$ cat src/rtl/eeseq_pkg.sv
package eeseq_pkg;

    typedef enum logic [1:0] {
        S_IDLE  = 2'd0,
        S_FETCH = 2'd1,
        S_STORE = 2'd2,
        S_TRAIL = 2'd3
    } seq_state_t;

    localparam logic [7:0] OP_END   = 8'hFF;
    localparam logic [7:0] OP_PAUSE = 8'hFE;
    localparam logic [31:0] CRC_POLY = 32'hEDB88320;
    localparam logic [31:0] CRC_SEED = 32'hFFFFFFFF;

    function automatic logic [31:0] crc_step(input logic [31:0] acc, input logic [7:0] b);
        logic [31:0] r;
        r = acc ^ {24'h0, b};
        for (int k = 0; k < 8; k++) begin
            r = r[0] ? ((r >> 1) ^ CRC_POLY) : (r >> 1);
        end
        return r;
    endfunction

endpackage

$ cat src/rtl/eeseq_crc.sv
module eeseq_crc
    import eeseq_pkg::*;
(
    input  logic        clk,
    input  logic        rst_n,
    input  logic        clr_i,
    input  logic        en_i,
    input  logic [7:0]  byte_i,
    output logic [31:0] crc_o
);
    logic [31:0] acc_q;

    always_ff @(posedge clk or negedge rst_n) begin
        if (!rst_n)     acc_q <= CRC_SEED;
        else if (clr_i) acc_q <= CRC_SEED;
        else if (en_i)  acc_q <= crc_step(acc_q, byte_i);
    end

    assign crc_o = ~acc_q;
endmodule

$ cat src/rtl/eeseq_ptr.sv
module eeseq_ptr #(
    parameter int AW = 12
) (
    input  logic          clk,
    input  logic          rst_n,
    input  logic          inc_i,
    input  logic          zero_i,
    input  logic          load_i,
    input  logic [AW-1:0] load_val_i,
    output logic [AW-1:0] ptr_o
);
    logic [AW-1:0] ptr_q;

    always_ff @(posedge clk or negedge rst_n) begin
        if (!rst_n)      ptr_q <= '0;
        else if (load_i) ptr_q <= load_val_i;
        else if (zero_i) ptr_q <= '0;
        else if (inc_i)  ptr_q <= ptr_q + AW'(1);
    end

    assign ptr_o = ptr_q;
endmodule

$ cat src/rtl/eeprom_seq_ctrl.sv
module eeprom_seq_ctrl
    import eeseq_pkg::*;
#(
    parameter int SCRIPT_DEPTH = 16,
    parameter int EE_ADDR_W    = 12,
    localparam int IDX_W       = $clog2(SCRIPT_DEPTH)
) (
    input  logic                 clk,
    input  logic                 rst_n,
    input  logic                 start_i,
    output logic [IDX_W-1:0]     scr_idx_o,
    input  logic [7:0]           scr_data_i,
    output logic                 ee_req_o,
    output logic [EE_ADDR_W-1:0] ee_addr_o,
    output logic [7:0]           ee_data_o,
    input  logic                 ee_ack_i,
    output logic                 busy_o,
    output logic                 done_o,
    output logic                 err_o
);
    localparam logic [IDX_W-1:0] LAST_IDX = IDX_W'(SCRIPT_DEPTH - 1);

    seq_state_t state_q, state_d;
    logic [IDX_W-1:0]     idx_q;
    logic [7:0]           byte_q;
    logic [1:0]           trl_q;
    logic                 is_end_q;
    logic [EE_ADDR_W-1:0] start_ptr_q;
    logic                 done_q, err_q;

    logic                 take_start, store_ack, trail_ack, is_term, overflow, last_trl;
    logic [31:0]          crc_val;
    logic [EE_ADDR_W-1:0] ptr;

    assign take_start = (state_q == S_IDLE) && start_i;
    assign store_ack  = (state_q == S_STORE) && ee_ack_i;
    assign trail_ack  = (state_q == S_TRAIL) && ee_ack_i;
    assign is_term    = (byte_q == OP_END) || (byte_q == OP_PAUSE);
    assign overflow   = store_ack && !is_term && (idx_q == LAST_IDX);
    assign last_trl   = trail_ack && (trl_q == 2'd3);

    eeseq_crc u_crc (
        .clk    (clk),
        .rst_n  (rst_n),
        .clr_i  (take_start),
        .en_i   (store_ack),
        .byte_i (byte_q),
        .crc_o  (crc_val)
    );

    eeseq_ptr #(.AW(EE_ADDR_W)) u_ptr (
        .clk        (clk),
        .rst_n      (rst_n),
        .inc_i      (store_ack || trail_ack),
        .zero_i     (last_trl && is_end_q),
        .load_i     (overflow),
        .load_val_i (start_ptr_q),
        .ptr_o      (ptr)
    );

    // next-state selection
    always_comb begin
        state_d = state_q;
        unique case (state_q)
            S_IDLE:  if (start_i) state_d = S_FETCH;
            S_FETCH: state_d = S_STORE;
            S_STORE: if (ee_ack_i) begin
                         if (is_term)       state_d = S_TRAIL;
                         else if (overflow) state_d = S_IDLE;
                         else               state_d = S_FETCH;
                     end
            S_TRAIL: if (last_trl) state_d = S_IDLE;
            default: state_d = S_IDLE;
        endcase
    end

    // state register and run bookkeeping
    always_ff @(posedge clk or negedge rst_n) begin
        if (!rst_n) begin
            state_q     <= S_IDLE;
            idx_q       <= '0;
            byte_q      <= '0;
            trl_q       <= '0;
            is_end_q    <= 1'b0;
            start_ptr_q <= '0;
            done_q      <= 1'b0;
            err_q       <= 1'b0;
        end else begin
            state_q <= state_d;
            done_q  <= last_trl;
            if (take_start) begin
                idx_q       <= '0;
                err_q       <= 1'b0;
                start_ptr_q <= ptr;
            end
            if (state_q == S_FETCH) byte_q <= scr_data_i;
            if (store_ack) begin
                if (is_term) begin
                    is_end_q <= (byte_q == OP_END);
                    trl_q    <= '0;
                end else if (overflow) begin
                    err_q <= 1'b1;
                end else begin
                    idx_q <= idx_q + IDX_W'(1);
                end
            end
            if (trail_ack) trl_q <= trl_q + 2'd1;
        end
    end

    // outputs
    always_comb begin
        scr_idx_o = idx_q;
        ee_addr_o = ptr;
        busy_o    = (state_q != S_IDLE);
        done_o    = done_q;
        err_o     = err_q;
        ee_req_o  = 1'b0;
        ee_data_o = byte_q;
        unique case (state_q)
            S_STORE: ee_req_o = 1'b1;
            S_TRAIL: begin
                ee_req_o  = 1'b1;
                ee_data_o = crc_val[{trl_q, 3'b000} +: 8];
            end
            default: ;
        endcase
    end
endmodule

$ cat config.mk
export PLATFORM = sky130hd
export DESIGN_NAME = eeprom_seq_ctrl
export DESIGN_NICKNAME = d
export VERILOG_FILES = /design/src/rtl/eeseq_pkg.sv /design/src/rtl/eeseq_crc.sv /design/src/rtl/eeseq_ptr.sv /design/src/rtl/eeprom_seq_ctrl.sv
export SDC_FILE = /design/constraint.sdc
export NUM_CORES = 1
export LEC_CHECK = 0
export BUFFER_PORTS_ARGS = -buffer_cell sky130_fd_sc_hd__buf_2
export CORE_MARGIN = 3
export CORE_UTILIZATION = 35
export DETAILED_ROUTE_END_ITERATION = 10
export HOLD_SLACK_MARGIN = 0.06
export PLACE_DENSITY = 0.54
export SLEW_MARGIN = 25
export SYNTH_ARGS = -nofsm -noshare
export SYNTH_HDL_FRONTEND = slang
export SYNTH_SLANG_ARGS = --single-unit
$ cat constraint.sdc
create_clock -name clk -period 2.7 [get_ports clk]
set_input_delay 0.405 -clock clk [delete_from_list [all_inputs] [get_ports clk]]
set_output_delay 0.405 -clock clk [all_outputs]
set_load 0.03 [all_outputs]
After elaboration in Yosys (flattened, before gate mapping)
Index checks and enable logic that the tools add are counted.

cells by class
  add/subtract/negate cells = 3
  multiply operators = 0
  div/mod/pow operators = 0
  order comparisons = 0
  equal/unequal tests = 10
  shift operators = 1
  multiplexer cells = 32
  bitwise operators = 10
  reduce and logical (&&, ||, !) cells = 20

operators with widths
  operator                                                                number
  32-bit 2-to-1 mux                                                       10
  13-bit NOT with 14-bit output                                           8
  12-bit 2-to-1 mux                                                       3
  32-bit NOT                                                              1
  32-bit by 6-bit variable part select with 8-bit output                  1
  32-bit by 8-bit XOR with 32-bit output                                  1
  8-bit equality test (second input constant)                             2
  4-bit 2-to-1 mux                                                        4
  2-bit 2-to-1 mux                                                        7
  12-bit by 1-bit adder with 12-bit output (second input constant)        1
  8-bit 2-to-1 mux                                                        1
  2-bit one-hot mux with 4 select lines                                   1
  2-bit nonzero test                                                      4
  1-bit logical AND                                                       7
  2-bit equality test (second input constant)                             3
  1-bit 2-to-1 mux                                                        6
  2-bit != test (second input constant)                                   3
  4-bit by 1-bit adder with 4-bit output (second input constant)          1
  4-bit equality test (second input constant)                             1
  2-bit AND reduction                                                     2
  3-bit AND reduction                                                     1
  3-bit nonzero test                                                      1
  2-bit by 1-bit adder with 2-bit output (second input constant)          1
  2-bit by 1-bit equality test with 1-bit output (second input constant)  1
  4 further kinds                                                         5

storage, ports and cells
  register bits after elaboration = 75
  latch bits = 0
  memory bits (writable) = 0
  memory bits (read-only) = 0
  bits of input ports = 12
  word-level logic and storage cells = 86
  memories = 0

Depth between registers and ports, before layout
Gate-level depths: netlist of run 1.

  word-level depth = 19
  depth in mapped cells = 6

Modules after synthesis
A second synthesis of run 1 with hierarchy kept.

second synthesis, totals
  cells, all modules = 436
  area total of the unflattened synthesis = 4645.7 µm²

modules (own cells, without submodules)
  module           times used  cells an instance  area an instance (µm²)  sequential area each (µm²)
  eeseq_crc        1           209                2224.6                  840.8
  eeprom_seq_ctrl  1           149                1651.6                  775.7
  eeseq_ptr        1           78                 769.5                   300.3

Worst setup path after synthesis of run 1
OpenSTA, ideal clock, no wires.

  kind = reg2out
  from = register trl_q[1]
  to = output port ee_data_o[1]
  data arrival time = 1.852 ns
  setup slack = 0.443 ns
  stages on the path, launching flop included = 4
  buffers on the path = 1
  path through = dfrtp_1 -> clkbuf_1 -> mux4_2 -> a21oi_1

on the way
  longest elaborated chain between the ends = 2

RTL lines
  item                                                    line                    RTL
  start, declared                                         eeprom_seq_ctrl.sv:26   logic [1:0] trl_q;
  start signal, assigned                                  eeprom_seq_ctrl.sv:107  if (trail_ack) trl_q <= trl_q + 2'd1;
  32-bit by 6-bit variable part select with 8-bit output  eeprom_seq_ctrl.sv:124  ee_data_o = crc_val[{trl_q, 3'b000} +: 8];
  8-bit 2-to-1 mux                                        eeprom_seq_ctrl.sv:120  unique case (state_q)
  end, declared                                           eeprom_seq_ctrl.sv:15   output logic [7:0] ee_data_o,

Every way passes these cells.

Worst setup path in the final report of run 1
  from = register trl_q[1]
  to = output port ee_data_o[3]

The elaborated chain is that of the path after synthesis.

==> key figures, run 1 <==
Outcome
  • Status: finished clean

Clock tree
  • # hold bufs at CTS: 0
  • Longest Clk Path Bufs: 2
  • Inserted Clock Buffers: 9
  • Clk_lat worst skew: 0.33 ns
  • Setup repair bufs after CTS: 0
  • Worst-path clk slew: 0.06 ns
  • H-tree depth: 3
  • CTS tree: yes
  • Root buf cell: clkbuf_16
  • Clock net sink count: 75
  • CTS resizes: 0

Timing
  • Setup TNS: 0 ns
  • # setup viols final: 0
  • Worst Skew: about 0.0084 ns
  • Period utilization: 90.2%
  • Slew headroom: 54.8%
  • Final hold slack: 0.0982 ns
  • Final min period: 2.44 ns
  • Fin worst setup slack: 0.264 ns
  • Max-slew violation count: 0
  • Worst slew pin tran: about 0.68 ns
  • Unrepaired setup endpoints after global routing: false
  • Highest Clock Rate: 0.410 GHz
  • Hold Violations, Final: 0

Synth
  • Post-synth cell types: 47
  • Prevailing post-synth register cell: dfrtp_1
  • Sequential share of the synthesized area: a little under half
  • Synth Net Count: 417
  • Async SR Flop Fraction: 100%
  • Synth Cell Area: 4230 um2
  • Post-synth EDFFs: 0
  • Ys Warns: 0
  • Synth Instances: 402
  • Yosys reg bits: 75
  • Syn Area/Cell: roughly 11 um2

Route
  • WL final: around 11000 um
  • First drt pass iteration count: 4
  • Avg WL per Cell: roughly 18 um
  • Vias per cell: around 5.3
  • Vias: 3156
  • DRC: 0
  • Final ANT Viol Nets: 0
  • DR iter-0 viols: 161

Cells and area
  • Nets: 465
  • Most frequent cells in the layout: nor2_1, a21oi_1, xnor2_1, dfrtp_1, buf_2
  • Layout cells sized above 1: between 30 and 40%
  • N_diodes: 0
  • Area grow syn2layout: 16.7%
  • Fin cells: 598

Place
  • GP Congestion: ~0.8
  • Buffers on Ports: 39
  • Dpl cells: 582
  • DP Worst Slack: 0.550 ns
  • Dpl hpwl: around 7500 um

Global route
  • Initial antenna violation count: 0
  • Gr usage total: between 10% and 20%
  • Largest net degree at the start of global routing: 76
  • Grt ovf: 0
  • Number of global-route vias before repair: around 3300
  • Global-route wire length before repair: 17300 um

Critical path
  • Crit-path slowest cell: mux4_2
  • Reg2Reg Launch Point: byte_q[6]
  • Reg-to-reg endpoint: u_crc.acc_q[19]
  • Critical Path End Type: primary output
  • Delay-heaviest family, CP: multiplexers
  • WP buf/inv: 2
  • R2r worst-path depth: 5
  • Max stage delay on crit path: 0.51 ns
  • Crit path kind: register to primary output
  • R2R Setup Slk: 0.56 ns
  • Crit-path max FO: 6
  • Startpoint Class: register
  • CP cell instances: buf_4, mux4_2, a21oi_1, buf_2
  • CP arrival: 2.03 ns
  • Critical path data required time: 2.30 ns

Floorplanning
  • Die height: 116 um
  • Number of I/O pins: 40
  • Die width: about 120 um
  • Area of the core: between 10000 and 15000 um2
  • Initial Utilization: 36.5%
  • Die area: 13500 um2
  • Core Rows: 39

Run
  • Max cap viols: 0

Worst hold path
  • HP Class: primary input to async pin
-- state kept, by name, indices dropped and copies added (netlist names) --
signal,flops
trl_q,2
byte_q,8
u_ptr.ptr_o,12
u_crc.acc_q,32
done_o,1
is_end_q,1
err_o,1
scr_idx_o,4
start_ptr_q,12
state_q,2
-- worst reg2reg max path: cells and delay by family, from the launching register on --
| kind | cells | cell delay, ns |
|---|---|---|
| AOI/OAI and AO/OA | 1 | 0.15 |
| xor gates and xnor gates | 4 | 1.47 |
| DFF | 1 | 0.46 |
-- per-stage QoR --
stage	instance area (um2)	util, %
floorplan	4230	-
global placement	4670	40.2
detailed placement	4670	40.2
CTS	4940	42.5
global route	4940	42.5
finish	4940	42.5
-- how the worst max path moves through the flow --
| stage | end | slack (ns) | cells past startpoint | startpoint |
|---|---|---|---|---|
| after floorplan | ee_data_o[1] | 0.44 | 3 | trl_q[1] |
| after global placement | u_crc.acc_q[19] | 0.57 | 5 | byte_q[6] |
| after detailed placement | u_crc.acc_q[19] | 0.55 | 5 | byte_q[6] |
| after CTS | ee_data_o[3] | 0.23 | 4 | trl_q[1] |
| after global routing | ee_data_o[3] | 0.08 | 4 | trl_q[1] |
| final | ee_data_o[3] | 0.26 | 4 | trl_q[1] |
-- routing by layer --
layer	GRT usage [%]	share of wire, %
met1	20.8	43
met2	28.5	51
met3	3.81	3.8
met4	4.87	1.8
met5	0	0
-- synth_stat cells (all sizes together) (2+ instances only) --
cell type  count  area, um2
clkbuf        17       63.8
mux2          20        225
dfrtp         43       1080
a21o           2       15.0
or3            3       18.8
a31oi          2       12.5
o21ai         11       55.1
nand2         30        113
o211ai         2       15.0
ha             3       37.5
and4           2       17.5
nand4          4       25.0
nor3           7       35.0
xnor2         49        485
nor2          46        173
a21oi         46        230
o31ai          2       15.0
xnor3          2       45.0
nand3         15       75.1
inv            5       18.8
mux4           8        180
o22a           3       26.3
dfstp         32        841
and2           3       18.8
and3           3       18.8
xor2          25        260
-- layout make-up --
cell class	count	area, um2
inverter	5	18.8
timing repair buffer	55	322
clock buffer	16	262
tap	143	179
multi-input combinational	304	2240
fill	1130	6670
sequential	75	1920
-- cell families (layout without fill, tap and decap cells) --
logic type,after synthesis,after routing,synth area share [%]
compound gates,78,78,10.8
xor+xnor,76,76,18.7
fa+ha+maj,3,3,0.887
buf+inv,23,76,2.04
flops,75,75,45.3
mux,29,29,9.81
simple gates,118,118,12.5
Power of run 1 is left out: the tool's default activity adds up to more than one toggle a clock period on the data nets, which glitch-free logic cannot reach.
==> inputs of run 2 (changes only) <==
--- a/config.mk
+++ b/config.mk
@@ -11,6 +11,7 @@
 export DETAILED_ROUTE_END_ITERATION = 10
 export HOLD_SLACK_MARGIN = 0.06
 export PLACE_DENSITY = 0.54
+export RECOVER_POWER = 100
 export SLEW_MARGIN = 25
 export SYNTH_ARGS = -nofsm -noshare
 export SYNTH_HDL_FRONTEND = slang
==> run 2 against run 1 <==
Compared with the run above: the run now ends with capacitance limit, slew limit left; worst setup slack worse by 0.065 ns; via count hardly changed; core utilization shrank 0.61 points; clock skew increased by 0.0010 ns; sequential share of layout area increased by 0.57 points; critical path depth unchanged.
==> key figures, run 2 (synthesis gave the netlist of run 1 again) <==
Outcome
  • Status: finished, violations left
  • Failing checks: capacitance limit, slew limit

Timing
  • # setup viols final: 0
  • Period utilization: between 90% and 100%
  • Worst slew pin tran: 1.86 ns
  • Unrepaired setup endpoints after global routing: false
  • Final hold slack: 0.306 ns
  • Final min period: ~2.5 ns
  • Highest Clock Rate: 0.400 GHz
  • Hold Violations, Final: 0
  • Setup TNS: 0 ns
  • Fin worst setup slack: 0.199 ns
  • Slew headroom: -23.9%
  • Worst Skew: approximately 0.0094 ns
  • Max-slew violation count: 76

Cells and area
  • Commonest non-fill, non-tap cell in the layout: a21oi_1
  • Layout cells sized above 1: ~23%
  • N_diodes: 0
  • Area grow syn2layout: 15.0%
  • Top reg by flops: u_crc.acc_q
  • Largest register FFs: 32
  • Nets: 465
  • Most frequent cells in the layout: a21oi_1, nor2_1, xnor2_1, dfrtp_1, clkbuf_1

Clock tree
  • CTS tree: yes
  • Inserted Clock Buffers: 9
  • Clock net sink count: 75
  • H-tree depth: 3
  • Longest Clk Path Bufs: 2
  • Root buf cell: clkbuf_16
  • Worst-path clk slew: 0.06 ns
  • CTS resizes: 0
  • Setup repair bufs after CTS: 0
  • # hold bufs at CTS: 0
  • Clk_lat worst skew: approximately 0.33 ns

Critical path
  • WP buf/inv: 2
  • Critical path data required time: 2.30 ns
  • CP arrival: 2.10 ns
  • R2R Setup Slk: ~0.41 ns
  • Reg2Reg Launch Point: state_q[0]
  • CP cell instances: buf_4, mux4_2, a21oi_1, clkbuf_1
  • Max stage delay on crit path: 0.51 ns
  • Crit path kind: register to primary output
  • Crit-path max FO: 6
  • Startpoint Class: register
  • Reg-to-reg endpoint: u_ptr.ptr_o[9]
  • Crit-path slowest cell: mux4_2
  • Delay-heaviest family, CP: buffers and inverters
  • R2r worst-path depth: 6
  • Critical Path End Type: primary output

Route
  • Vias per cell: 5.27
  • WL final: around 10000 um
  • First drt pass iteration count: 4
  • DR iter-0 viols: 134
  • Avg WL per Cell: 17.5 um
  • DRC: 0
  • Vias: 3154
  • Final ANT Viol Nets: 0

Place
  • GP Congestion: ~0.81
  • DP Worst Slack: 0.550 ns
  • Buffers on Ports: 39
  • Dpl hpwl: 7470 um

Floorplanning
  • Die height: 116 um
  • Die area: 13500 um2
  • Initial Utilization: 36.5%
  • Die width: 116 um
  • Core Rows: 39
  • Area of the core: ~12000 um2
  • Number of I/O pins: 40

Global route
  • Initial antenna violation count: 0
  • Number of global-route vias before repair: 3254
  • GRT met2 Usage: 28.5%
  • GR Util met1: 20.8%
  • GRT met3 Usage: 3.81%
  • Grt ovf: 0
  • Largest net degree at the start of global routing: 76
  • Global-route wire length before repair: roughly 17000 um
  • Gr busiest metal: met2
  • Gr usage total: ~17%

Worst hold path
  • Hold wc startpoint: scr_data_i[4]
  • Hold Path Cell Cnt: 2
  • Worst Hold End: byte_q[4]
  • HP Class: primary input to register

Run
  • Max cap viols: 1
==> run 2: cell types whose count changed in the layout (fill, tap and decap cells not counted), sizes merged <==
| cell | previous run | this run |
|---|---|---|
| buf | 55 | 20 |
| clkbuf | 16 | 51 |
==> run 2: layout make-up <==
| type | instances | area, um2 |
|---|---|---|
| fillers | 1150 | 6750 |
| multi-input cells | 304 | 2230 |
| flip-flops and latches | 75 | 1920 |
| clock buffers | 16 | 262 |
| repair buffers | 55 | 259 |
| well taps | 143 | 179 |
| inverters | 5 | 18.8 |
==> run 2: worst max-delay path by stage <==
| stage | startpoint | to | slack [ns] | depth (start not counted) |
|---|---|---|---|---|
| 2_1_floorplan | trl_q[1] | ee_data_o[1] | 0.44 | 3 |
| 5_1_grt | trl_q[1] | ee_data_o[6] | 0.08 | 4 |
| 3_3_place_gp | byte_q[6] | u_crc.acc_q[19] | 0.57 | 5 |
| 6_report | trl_q[1] | ee_data_o[6] | 0.20 | 4 |
| 4_1_cts | trl_q[1] | ee_data_o[3] | 0.23 | 4 |
| 3_5_place_dp | byte_q[6] | u_crc.acc_q[19] | 0.55 | 5 |
==> run 2: per-stage QoR <==
step                std cells  area (um2)  util (%)
detailed placement        582        4670      40.2
global route              598        4870      41.9
global placement          582        4670      40.2
floorplan                 402        4230         -
finish                    598        4870      41.9
CTS                       598        4940      42.5
==> run 2: layer usage <==
metal	wire (um)	vias to the layer above
met3	352	17
met1	4570	1580
met2	5370	60
li1	-	1497
met5	0	-
met4	177	0
Power of run 2 is left out for the same reason.
